File: src/rtl/tis_pkg.sv
package tis_pkg;
  localparam int BYTE_W = 8;
  localparam int CNT_W  = $clog2(BYTE_W + 1);
  localparam logic [4:0] ADDR_PREFIX = 5'b11000;

  typedef enum logic [2:0] {
    ST_IDLE,
    ST_ADDR,
    ST_AACK,
    ST_WDATA,
    ST_WACK,
    ST_TX,
    ST_MACK,
    ST_MACK_OK
  } bus_st_e;

  typedef enum logic [1:0] {
    PAIR_NONE,
    PAIR_WANT_LO,
    PAIR_WANT_PORT
  } pair_e;
endpackage

File: src/rtl/tis_rst_sync.sv
module tis_rst_sync #(
  parameter int STAGES = 2
) (
  input  logic clk,
  input  logic rst_n,
  output logic rst_n_s
);
  logic [STAGES-1:0] pipe;

  always_ff @(posedge clk or negedge rst_n) begin
    if (!rst_n) pipe <= '0;
    else        pipe <= {pipe[STAGES-2:0], 1'b1};
  end

  assign rst_n_s = pipe[STAGES-1];
endmodule

File: src/rtl/tis_line_sync.sv
module tis_line_sync #(
  parameter int STAGES = 2
) (
  input  logic clk,
  input  logic rst_n,
  input  logic scl_i,
  input  logic sda_i,
  output logic scl_s,
  output logic sda_s,
  output logic scl_rise,
  output logic scl_fall,
  output logic start_p,
  output logic stop_p
);
  logic [STAGES-1:0] scl_pipe;
  logic [STAGES-1:0] sda_pipe;
  logic scl_d;
  logic sda_d;

  always_ff @(posedge clk or negedge rst_n) begin
    if (!rst_n) begin
      scl_pipe <= '1;
      sda_pipe <= '1;
      scl_d    <= 1'b1;
      sda_d    <= 1'b1;
    end else begin
      scl_pipe <= {scl_pipe[STAGES-2:0], scl_i};
      sda_pipe <= {sda_pipe[STAGES-2:0], sda_i};
      scl_d    <= scl_pipe[STAGES-1];
      sda_d    <= sda_pipe[STAGES-1];
    end
  end

  assign scl_s    = scl_pipe[STAGES-1];
  assign sda_s    = sda_pipe[STAGES-1];
  assign scl_rise = scl_s & ~scl_d;
  assign scl_fall = ~scl_s & scl_d;
  assign start_p  = scl_s & scl_d & sda_d & ~sda_s;
  assign stop_p   = scl_s & scl_d & ~sda_d & sda_s;
endmodule

File: src/rtl/tis_bus_engine.sv
module tis_bus_engine
  import tis_pkg::*;
#(
  parameter logic [1:0] FIXED_MA = 2'b01
) (
  input  logic              clk,
  input  logic              rst_n,
  input  logic              sda_s,
  input  logic              scl_rise,
  input  logic              scl_fall,
  input  logic              start_p,
  input  logic              stop_p,
  input  logic [1:0]        addr_sel,
  input  logic [BYTE_W-1:0] status_byte,
  output logic              sda_oe,
  output logic              wr_addr_ok,
  output logic              rd_addr_ok,
  output logic              byte_vld,
  output logic [BYTE_W-1:0] byte_dat
);
  localparam logic [CNT_W-1:0] FULL = CNT_W'(BYTE_W);
  localparam logic [CNT_W-1:0] LAST = CNT_W'(BYTE_W - 1);

  bus_st_e           st, st_n;
  logic [BYTE_W-1:0] sh, sh_n;
  logic [CNT_W-1:0]  cnt, cnt_n;
  logic              oe, oe_n;
  logic              addr_hit;

  assign addr_hit = (sh[7:3] == ADDR_PREFIX) &&
                    ((sh[2:1] == addr_sel) || (sh[2:1] == FIXED_MA));

  always_comb begin
    st_n       = st;
    sh_n       = sh;
    cnt_n      = cnt;
    oe_n       = oe;
    wr_addr_ok = 1'b0;
    rd_addr_ok = 1'b0;
    byte_vld   = 1'b0;
    if (stop_p) begin
      st_n = ST_IDLE;
      oe_n = 1'b0;
    end else if (start_p) begin
      st_n  = ST_ADDR;
      cnt_n = '0;
      oe_n  = 1'b0;
    end else begin
      unique case (st)
        ST_IDLE: ;
        ST_ADDR, ST_WDATA: begin
          if (scl_rise && cnt != FULL) begin
            sh_n  = {sh[BYTE_W-2:0], sda_s};
            cnt_n = cnt + 1'b1;
          end else if (scl_fall && cnt == FULL) begin
            if (st == ST_WDATA) begin
              byte_vld = 1'b1;
              st_n     = ST_WACK;
              oe_n     = 1'b1;
            end else if (addr_hit) begin
              st_n       = ST_AACK;
              oe_n       = 1'b1;
              rd_addr_ok = sh[0];
              wr_addr_ok = ~sh[0];
            end else begin
              st_n = ST_IDLE;
            end
          end
        end
        ST_AACK: begin
          if (scl_fall) begin
            cnt_n = '0;
            if (sh[0]) begin
              st_n = ST_TX;
              sh_n = status_byte;
              oe_n = ~status_byte[BYTE_W-1];
            end else begin
              st_n = ST_WDATA;
              oe_n = 1'b0;
            end
          end
        end
        ST_WACK: begin
          if (scl_fall) begin
            st_n  = ST_WDATA;
            cnt_n = '0;
            oe_n  = 1'b0;
          end
        end
        ST_TX: begin
          if (scl_fall) begin
            if (cnt == LAST) begin
              st_n = ST_MACK;
              oe_n = 1'b0;
            end else begin
              sh_n  = {sh[BYTE_W-2:0], 1'b1};
              oe_n  = ~sh[BYTE_W-2];
              cnt_n = cnt + 1'b1;
            end
          end
        end
        ST_MACK: begin
          if (scl_rise) st_n = sda_s ? ST_IDLE : ST_MACK_OK;
        end
        ST_MACK_OK: begin
          if (scl_fall) begin
            st_n  = ST_TX;
            sh_n  = status_byte;
            oe_n  = ~status_byte[BYTE_W-1];
            cnt_n = '0;
          end
        end
        default: st_n = ST_IDLE;
      endcase
    end
  end

  always_ff @(posedge clk or negedge rst_n) begin
    if (!rst_n) begin
      st  <= ST_IDLE;
      sh  <= '0;
      cnt <= '0;
      oe  <= 1'b0;
    end else begin
      st  <= st_n;
      sh  <= sh_n;
      cnt <= cnt_n;
      oe  <= oe_n;
    end
  end

  assign sda_oe   = oe;
  assign byte_dat = sh;
endmodule

File: src/rtl/tis_ctl_regs.sv
module tis_ctl_regs
  import tis_pkg::*;
#(
  parameter int DIV_W = 15
) (
  input  logic              clk,
  input  logic              rst_n,
  input  logic              por_event,
  input  logic              byte_vld,
  input  logic [BYTE_W-1:0] byte_dat,
  input  logic              wr_addr_ok,
  input  logic              rd_addr_ok,
  input  logic              stop_p,
  output logic [DIV_W-1:0]  div_ratio,
  output logic [BYTE_W-1:0] ctrl_byte,
  output logic [BYTE_W-1:0] port_byte,
  output logic              por_flag
);
  localparam int HI_W = DIV_W - BYTE_W;

  pair_e             pair, pair_n;
  logic [HI_W-1:0]   hi, hi_n;
  logic [DIV_W-1:0]  div, div_n;
  logic [BYTE_W-1:0] ctl, ctl_n;
  logic [BYTE_W-1:0] prt, prt_n;
  logic              por, por_n;
  logic              rd_seen, rd_seen_n;

  always_comb begin
    pair_n    = pair;
    hi_n      = hi;
    div_n     = div;
    ctl_n     = ctl;
    prt_n     = prt;
    por_n     = por;
    rd_seen_n = rd_seen;
    if (wr_addr_ok) begin
      pair_n    = PAIR_NONE;
      rd_seen_n = 1'b0;
    end
    if (rd_addr_ok) rd_seen_n = 1'b1;
    if (stop_p) begin
      if (rd_seen) por_n = 1'b0;
      rd_seen_n = 1'b0;
      pair_n    = PAIR_NONE;
    end
    if (byte_vld) begin
      unique case (pair)
        PAIR_NONE: begin
          if (!byte_dat[BYTE_W-1]) begin
            hi_n   = byte_dat[HI_W-1:0];
            pair_n = PAIR_WANT_LO;
          end else begin
            ctl_n  = byte_dat;
            pair_n = PAIR_WANT_PORT;
          end
        end
        PAIR_WANT_LO: begin
          div_n  = {hi, byte_dat};
          pair_n = PAIR_NONE;
        end
        PAIR_WANT_PORT: begin
          prt_n  = byte_dat;
          pair_n = PAIR_NONE;
        end
        default: pair_n = PAIR_NONE;
      endcase
    end
    if (por_event || por) begin
      hi_n  = '0;
      div_n = '0;
      ctl_n = '0;
      prt_n = '0;
    end
    if (por_event) por_n = 1'b1;
  end

  always_ff @(posedge clk or negedge rst_n) begin
    if (!rst_n) begin
      pair    <= PAIR_NONE;
      hi      <= '0;
      div     <= '0;
      ctl     <= '0;
      prt     <= '0;
      por     <= 1'b1;
      rd_seen <= 1'b0;
    end else begin
      pair    <= pair_n;
      hi      <= hi_n;
      div     <= div_n;
      ctl     <= ctl_n;
      prt     <= prt_n;
      por     <= por_n;
      rd_seen <= rd_seen_n;
    end
  end

  assign div_ratio = div;
  assign ctrl_byte = ctl;
  assign port_byte = prt;
  assign por_flag  = por;
endmodule

File: src/rtl/tuner_i2c_slave.sv
module tuner_i2c_slave
  import tis_pkg::*;
#(
  parameter int         DIV_W     = 15,
  parameter int         SYNC_STG  = 2,
  parameter logic [1:0] FIXED_MA  = 2'b01
) (
  input  logic             clk,
  input  logic             rst_n,
  input  logic             scl_i,
  input  logic             sda_i,
  output logic             sda_oe,
  input  logic [1:0]       addr_sel,
  input  logic             por_event,
  input  logic             lock_i,
  input  logic [2:0]       port_lvl,
  input  logic [2:0]       adc_code,
  output logic [DIV_W-1:0] div_ratio,
  output logic [7:0]       ctrl_byte,
  output logic [7:0]       port_byte,
  output logic             por_flag
);
  logic              rst_n_s;
  logic              scl_s, sda_s, scl_rise, scl_fall, start_p, stop_p;
  logic              wr_addr_ok, rd_addr_ok, byte_vld;
  logic [BYTE_W-1:0] byte_dat;
  logic [BYTE_W-1:0] status_byte;

  assign status_byte = {por_flag, lock_i, port_lvl, adc_code};

  tis_rst_sync #(.STAGES(SYNC_STG)) u_rst (
    .clk(clk), .rst_n(rst_n), .rst_n_s(rst_n_s)
  );

  tis_line_sync #(.STAGES(SYNC_STG)) u_sync (
    .clk(clk), .rst_n(rst_n_s), .scl_i(scl_i), .sda_i(sda_i),
    .scl_s(scl_s), .sda_s(sda_s), .scl_rise(scl_rise), .scl_fall(scl_fall),
    .start_p(start_p), .stop_p(stop_p)
  );

  tis_bus_engine #(.FIXED_MA(FIXED_MA)) u_eng (
    .clk(clk), .rst_n(rst_n_s), .sda_s(sda_s), .scl_rise(scl_rise),
    .scl_fall(scl_fall), .start_p(start_p), .stop_p(stop_p),
    .addr_sel(addr_sel), .status_byte(status_byte), .sda_oe(sda_oe),
    .wr_addr_ok(wr_addr_ok), .rd_addr_ok(rd_addr_ok),
    .byte_vld(byte_vld), .byte_dat(byte_dat)
  );

  tis_ctl_regs #(.DIV_W(DIV_W)) u_regs (
    .clk(clk), .rst_n(rst_n_s), .por_event(por_event),
    .byte_vld(byte_vld), .byte_dat(byte_dat),
    .wr_addr_ok(wr_addr_ok), .rd_addr_ok(rd_addr_ok), .stop_p(stop_p),
    .div_ratio(div_ratio), .ctrl_byte(ctrl_byte), .port_byte(port_byte),
    .por_flag(por_flag)
  );
endmodule

File: config.mk
export PLATFORM = sky130hd
export DESIGN_NAME = tuner_i2c_slave
export DESIGN_NICKNAME = d
export VERILOG_FILES = /design/src/rtl/tis_pkg.sv /design/src/rtl/tis_rst_sync.sv /design/src/rtl/tis_line_sync.sv /design/src/rtl/tis_bus_engine.sv /design/src/rtl/tis_ctl_regs.sv /design/src/rtl/tuner_i2c_slave.sv
export SDC_FILE = /design/constraint.sdc
export NUM_CORES = 1
export LEC_CHECK = 0
export ABC_AREA = 1
export ABC_CLOCK_PERIOD_IN_PS = 5800
export BUFFER_PORTS_ARGS = -buffer_cell sky130_fd_sc_hd__buf_2
export CORE_MARGIN = 2
export CORE_UTILIZATION = 50
export DETAILED_ROUTE_END_ITERATION = 10
export PLACE_DENSITY = 0.68
export SLEW_MARGIN = 20
export SYNTH_ARGS = -nofsm -noshare
export SYNTH_HDL_FRONTEND = slang
export SYNTH_SLANG_ARGS = --single-unit
File: constraint.sdc
create_clock -name clk -period 5.8 [get_ports clk]
set_input_delay 0.58 -clock clk [delete_from_list [all_inputs] [get_ports clk]]
set_output_delay 0.58 -clock clk [all_outputs]
set_load 0.02 [all_outputs]
==> run metrics, run 1 <==
status complete, no violations; Tcrit/Tclk final 37.73%; Chip Width 85.22 um; Final setup viols 0; Pre-antenna DRT Iters 4; Non-Filler Instances 516; total of max-cap violations 0; Routability Congestion 0.8939; Arr. time, crit path 2460 ps; Worst Setup Start Kind flip-flop; DR vias/cell 5.147; number of distinct library cells after synthesis 35; final total power 1.447 mW; Slew headroom 33.91%; largest net degree at the start of global routing 65; DRC viols 0; Top Ports 47; first-pass GRT wire length 12.30 mm; Synth Net Count 398; most common cell after layout, fill and taps aside nand2_1; Setup Fix Bufs, Post-CTS 0; H-tree levels 3; peak supply drop 0.2537 mV; hpwl dp 5.132 mm; Slew Viols, Final 0; Worst Hold Class input pin to flip-flop; cell accounting for the most synthesized area dfrtp_1; total track usage 21.57%; setup_tns 0 ps; final instance area 3792 um^2; syn avg cell area 8.634 um^2; Worst Tran Pin Value 990.3 ps; sequential area share after synthesis 50.34%; Vias 2656; area grow syn2layout 14.98%; clk buf depth 2; layout cell share with drive strength beyond 1 26.42%; CTS tree done; final hold viol count 0; Worst Setup Path Type flip-flop to flip-flop; vias in the first global route 2645; RSZ-0062 raised after global routing false; Yosys top cell area share 44.76%; Nets 450; # resized after CTS 0; max incr delay on CP 750 ps; Iteration-0 DRC Markers 129; I/O Buffers 46; dpl cells 499; GRT overflow 0; Achievable Freq 456.9 MHz; Final ANT Viol Nets 0; most frequent cells in the layout nand2_1, dfrtp_1, buf_2; CTS clock-pin slew for the worst setup and hold paths 70 ps; Post-DP Area 3555 um^2; post-detailed-route wirelength per cell 13.89 um; leading post-synthesis cells by cell area dfrtp_1, nand2_1, o21ai_2, dfstp_2, nand3_1; critical path cell sequence inv_1 > nand2_1 > inv_1 > nand3_4 > nor3_2 > nor2_2 > nand2_1 > o21ai_2; Slowest-stage cell, CP nor2_2; Std-Cell Rows 29; total clock sinks 66; Max Clock Skew 5.591 ps; Core ar. 6350 um^2; worst-skew pair later-pin latency 340 ps; Routed WL 7.165 mm; Die Y-Extent 85.22 um; post-synthesis cell count 382; P per Cell Area 381.4 nW/um^2; post-route minimum period 2188 ps; initial antenna violation count 0; buffers and inverters on the worst path 2; Post-Syn Area 3298 um^2; root buf cell clkbuf_8; Synth Register Bits 66; critical path endpoint category flip-flop; antenna fix cells 0; Fill cells 587; die area 7262 um^2; Worst Path Max Fanout 23; Critical Path RT 6070 ps; delay-heaviest family, CP simple AND/OR/NAND/NOR gates; effective utilization at floorplan 51.94%; Yosys warnings 0; CTS Buf Count 9; Pleak 1.955 nW
## worst paths after layout
kind                                          from                   to  slack (ps)  cells past startpoint
worst max-delay path            u_sync.scl_pipe[1]  u_regs.div_ratio[3]        3610                      8
worst min-delay path                         scl_i   u_sync.scl_pipe[0]         330                      1
worst max register to register  u_sync.scl_pipe[1]  u_regs.div_ratio[3]        3610                      8
worst min register to register  u_sync.sda_pipe[0]   u_sync.sda_pipe[1]         360                      0
max in group asynchronous            u_rst.pipe[1]         u_eng.cnt[1]        4840                      1
min in group asynchronous            u_rst.pipe[1]    u_eng.byte_dat[1]         420                      1
## metal layers
layer / wire length [um] / GRT usage, % / up-vias
met2: 3481 / 35.44 / 52
met3: 273 / 4.767 / 6
met5: 0 / 0 / -
met4: 112 / 9.235 / 0
met1: 3297 / 27.55 / 1253
li1: - / - / 1345
## registers in the layout, indices dropped and copies added (netlist names)
signal,flops
u_eng.byte_dat,8
u_eng.cnt,4
u_eng.sda_oe,1
u_eng.st,3
u_regs.ctrl_byte,8
u_regs.div_ratio,15
u_regs.hi,7
u_regs.pair,2
u_regs.por_flag,1
u_regs.port_byte,8
u_regs.rd_seen,1
u_rst.pipe,2
u_sync.scl_d,1
u_sync.scl_pipe,2
u_sync.sda_d,1
u_sync.sda_pipe,2
## layout make-up
type / instances / area (um^2) / share of cell area [%]
Sequential cell: 66 / 1662 / 43.81
Multi-Input combinational cell: 271 / 1411 / 37.22
Timing Repair Buffer: 48 / 247.7 / 6.533
Inverter: 38 / 147.6 / 3.893
Clock buffer: 10 / 137.6 / 3.629
Tap cell: 77 / 96.34 / 2.540
Clock inverter: 6 / 90.09 / 2.375
## what timing repair did
item	in CTS	in global routing
endpoints found under the hold margin	2	0
setup endpoints to repair	0	0
hold buffers	1	0
## kinds of logic after synthesis
kind of cell / Yosys count / synth area share (%)
flops: 66 / 50.34
other cells: 1 / 0.1137
buf+inv: 45 / 6.867
xor+xnor: 2 / 0.5312
fa+ha+maj: 2 / 0.7586
compound gates: 67 / 14.42
simple gates: 199 / 26.97
## cells in the mapped netlist (all sizes together)
cell type and count:
dfrtp 59, o21a 1, xor2 1, inv 38, or2 1, conb 1
nor4 1, nand2 126, ha 2, nand3 32, dfstp 7, o21bai 1
a21oi 10, xnor2 1, nand4 2, o21ai 47, nor3 4, buf 7
a22oi 7, a31oi 1, nand3b 1, nor2 32
## power breakdown
| part | internal (mW) | switching, mW | total, mW |
|---|---|---|---|
| clock network | 0.254 | 0.189 | 0.443 |
| registers | 0.513 | 0.0656 | 0.578 |
| logic | 0.148 | 0.277 | 0.425 |
## through the flow
stage | hold slack [ps] | worst slack [ps] | utilization [%]
finish | 333.4 | 3612 | 59.72
global route | 317.4 | 3321 | 59.72
CTS | 316.8 | 3583 | 59.72
detailed placement | 343.3 | 3573 | 55.98
global placement | 336.4 | 3654 | 55.98
floorplan | 284.4 | 3838 | -
No activity file was read; power rests on OpenSTA's default activity.
==> run 2: changes to the inputs <==
--- a/config.mk
+++ b/config.mk
@@ -6,7 +6,7 @@
 export NUM_CORES = 1
 export LEC_CHECK = 0
 export ABC_AREA = 1
-export ABC_CLOCK_PERIOD_IN_PS = 5800
+export ABC_CLOCK_PERIOD_IN_PS = 2100
 export BUFFER_PORTS_ARGS = -buffer_cell sky130_fd_sc_hd__buf_2
 export CORE_MARGIN = 2
 export CORE_UTILIZATION = 50
==> constraint.sdc (replaced) <==
create_clock -name clk -period 2.1 [get_ports clk]
set_input_delay 0.21 -clock clk [delete_from_list [all_inputs] [get_ports clk]]
set_output_delay 0.21 -clock clk [all_outputs]
set_load 0.02 [all_outputs]
==> run 2 against run 1 <==
Final cell count is 1.7% higher. Utilization is 1.1 points higher. Clock skew is 4.0 ps higher. Flip-flop and latch count stayed put. Global-route usage is 0.43 points lower. Final area is 1.9% higher. Clock-buffer cell count is 2 higher. Critical path depth is 2 higher. Clock power is 140% higher. Combinational power grew to 2.8 times the previous value. First-iteration DRC count is 15% higher. Die area stayed put. Critical path type unchanged.
==> run metrics, run 2 (same netlist as run 1, synthesis figures left out) <==
Worst Path Max Fanout 16; H-tree levels 3; Worst Setup Start Kind flip-flop; dpl cells 506; P per Cell Area 991.9 nW/um^2; area grow syn2layout 17.15%; P_int 2.426 mW; CTS tree done; RSZ-0062 raised after global routing false; clk buf depth 2; total of max-cap violations 0; Crit path top cell by count nand2_1; Pleak 1.987 nW; Worst Setup Path Type flip-flop to flip-flop; peak supply drop 0.7501 mV; max incr delay on CP 450 ps; final instance area 3864 um^2; Achievable Freq 534.4 MHz; Routed WL 6.871 mm; I/O Buffers 46; critical path endpoint category flip-flop; root buf cell clkbuf_8; crit path from u_eng.cnt[0]; final total power 3.832 mW; Iteration-0 DRC Markers 148; final worst slack 228.8 ps; CTS clock-pin slew for the worst setup and hold paths 70 ps; Non-Filler Instances 525; largest net degree at the start of global routing 65; combinational power share 31.1%; Top Ports 47; Std-Cell Rows 29; Slew headroom 60.55%; Chip Width 85.22 um; final hold viol count 0; Die Y-Extent 85.22 um; initial antenna violation count 0; Critical Path RT 2360 ps; FF-to-FF setup slack 230 ps; total track usage 21.14%; Pre-antenna DRT Iters 4; layout cell share with drive strength beyond 1 27.01%; Core ar. 6350 um^2; total clock sinks 66; vias in the first global route 2582; Max Clock Skew 9.581 ps; Routability Congestion 0.8935; Hold Startpoint port_lvl[2]; Worst Tran Pin Value 590.4 ps; delay-heaviest family, CP compound AO/OA/AOI/OAI gates; GRT overflow 0; post-detailed-route wirelength per cell 13.09 um; status complete, no violations; Worst Hold Class input pin to flip-flop; Tcrit/Tclk final 89.10%; worst-skew pair later-pin latency 340 ps; post-route minimum period 1871 ps; clock power share 27.7%; Final ANT Viol Nets 0; Slew Viols, Final 0; Nets 459; critical path cell sequence inv_1 > ha_1 > nand2_1 > nor2_1 > nand3_4 > buf_4 > inv_4 > a31oi_4 > nand2_1 > o21ai_2; Setup Fix Bufs, Post-CTS 0; effective utilization at floorplan 51.94%; hpwl dp 5.061 mm; Post-DP Area 3620 um^2; Largest register FFs 15; buffers and inverters on the worst path 3; FF-to-FF Start u_eng.cnt[0]; Arr. time, crit path 2140 ps; most frequent cells in the layout nand2_1, dfrtp_1, buf_2; Sw Share 36.70%; Vias 2667; antenna fix cells 0; die area 7262 um^2; Slowest-stage cell, CP a31oi_4; P_sw 1.406 mW; Final setup viols 0; Flop pwr share 41.2%; first-pass GRT wire length 12.10 mm; most common cell after layout, fill and taps aside nand2_1; DRC viols 0; pre-CTS WS -32.28 ps; CTS Buf Count 9; DR vias/cell 5.080
## run 2: final timing paths
kind | cells after the start | end
max in group asynchronous | 1 | u_sync.scl_d
min in group asynchronous | 2 | u_rst.pipe[1]
min reg2reg | 1 | u_eng.sda_oe
min | 3 | u_eng.byte_dat[5]
max | 10 | u_regs.port_byte[4]
max reg2reg | 10 | u_regs.port_byte[4]
## run 2: repair_timing
action / CTS / global route
endpoints found under the hold margin: 4 / 0
hold buffers: 3 / 0
endpoints found under the setup margin: 1 / 5
resized for setup: 1 / 2
## run 2: cell type report
| type | instances | area, um^2 |
|---|---|---|
| flip-flops and latches | 66 | 1662 |
| well taps | 77 | 96.34 |
| inverters | 38 | 147.6 |
| clock inverters | 4 | 51.30 |
| fillers | 586 | 2486 |
| multi-input cells | 271 | 1429 |
| repair buffers | 57 | 332.8 |
| clock buffers | 12 | 145.1 |
## run 2: power by group through the flow
stage          Sequential, mW  Combinational, mW  Clock (mW)
2_1_floorplan            1.59              0.956           0
6_report                 1.58               1.19        1.06
5_1_grt                  1.61               1.39        1.15
3_5_place_dp             1.60               1.18           0
3_3_place_gp             1.60               1.17           0
4_1_cts                  1.58               1.19        1.10
## run 2: layer usage
metal  vias up  share of wire [%]  wire (um)  global-route usage, %
met4         0                1.5        101                  7.359
li1       1361                  -          -                      -
met3         8                4.2        291                  5.058
met5         -                  0          0                      0
met1      1250                 45       3075                  26.98
met2        48                 50       3403                  35.30
## run 2: stage by stage
step                hold slack [ps]  setup TNS, ps  util, %
global route                  151.8              0    60.85
finish                        144.9              0    60.85
CTS                           128.8              0    60.65
global placement             -4.032              0    57.00
detailed placement           0.2291         -32.28    57.00
floorplan                    -85.59              0        -
## run 2: worst reg2reg max path, stage by stage, from the launching register on
cell     delay, ps
dfrtp_1        410
inv_1           60
ha_1           190
nand2_1         80
nor2_1          70
nand3_4         90
buf_4          170
inv_4           60
a31oi_4        450
nand2_1        130
o21ai_2         80
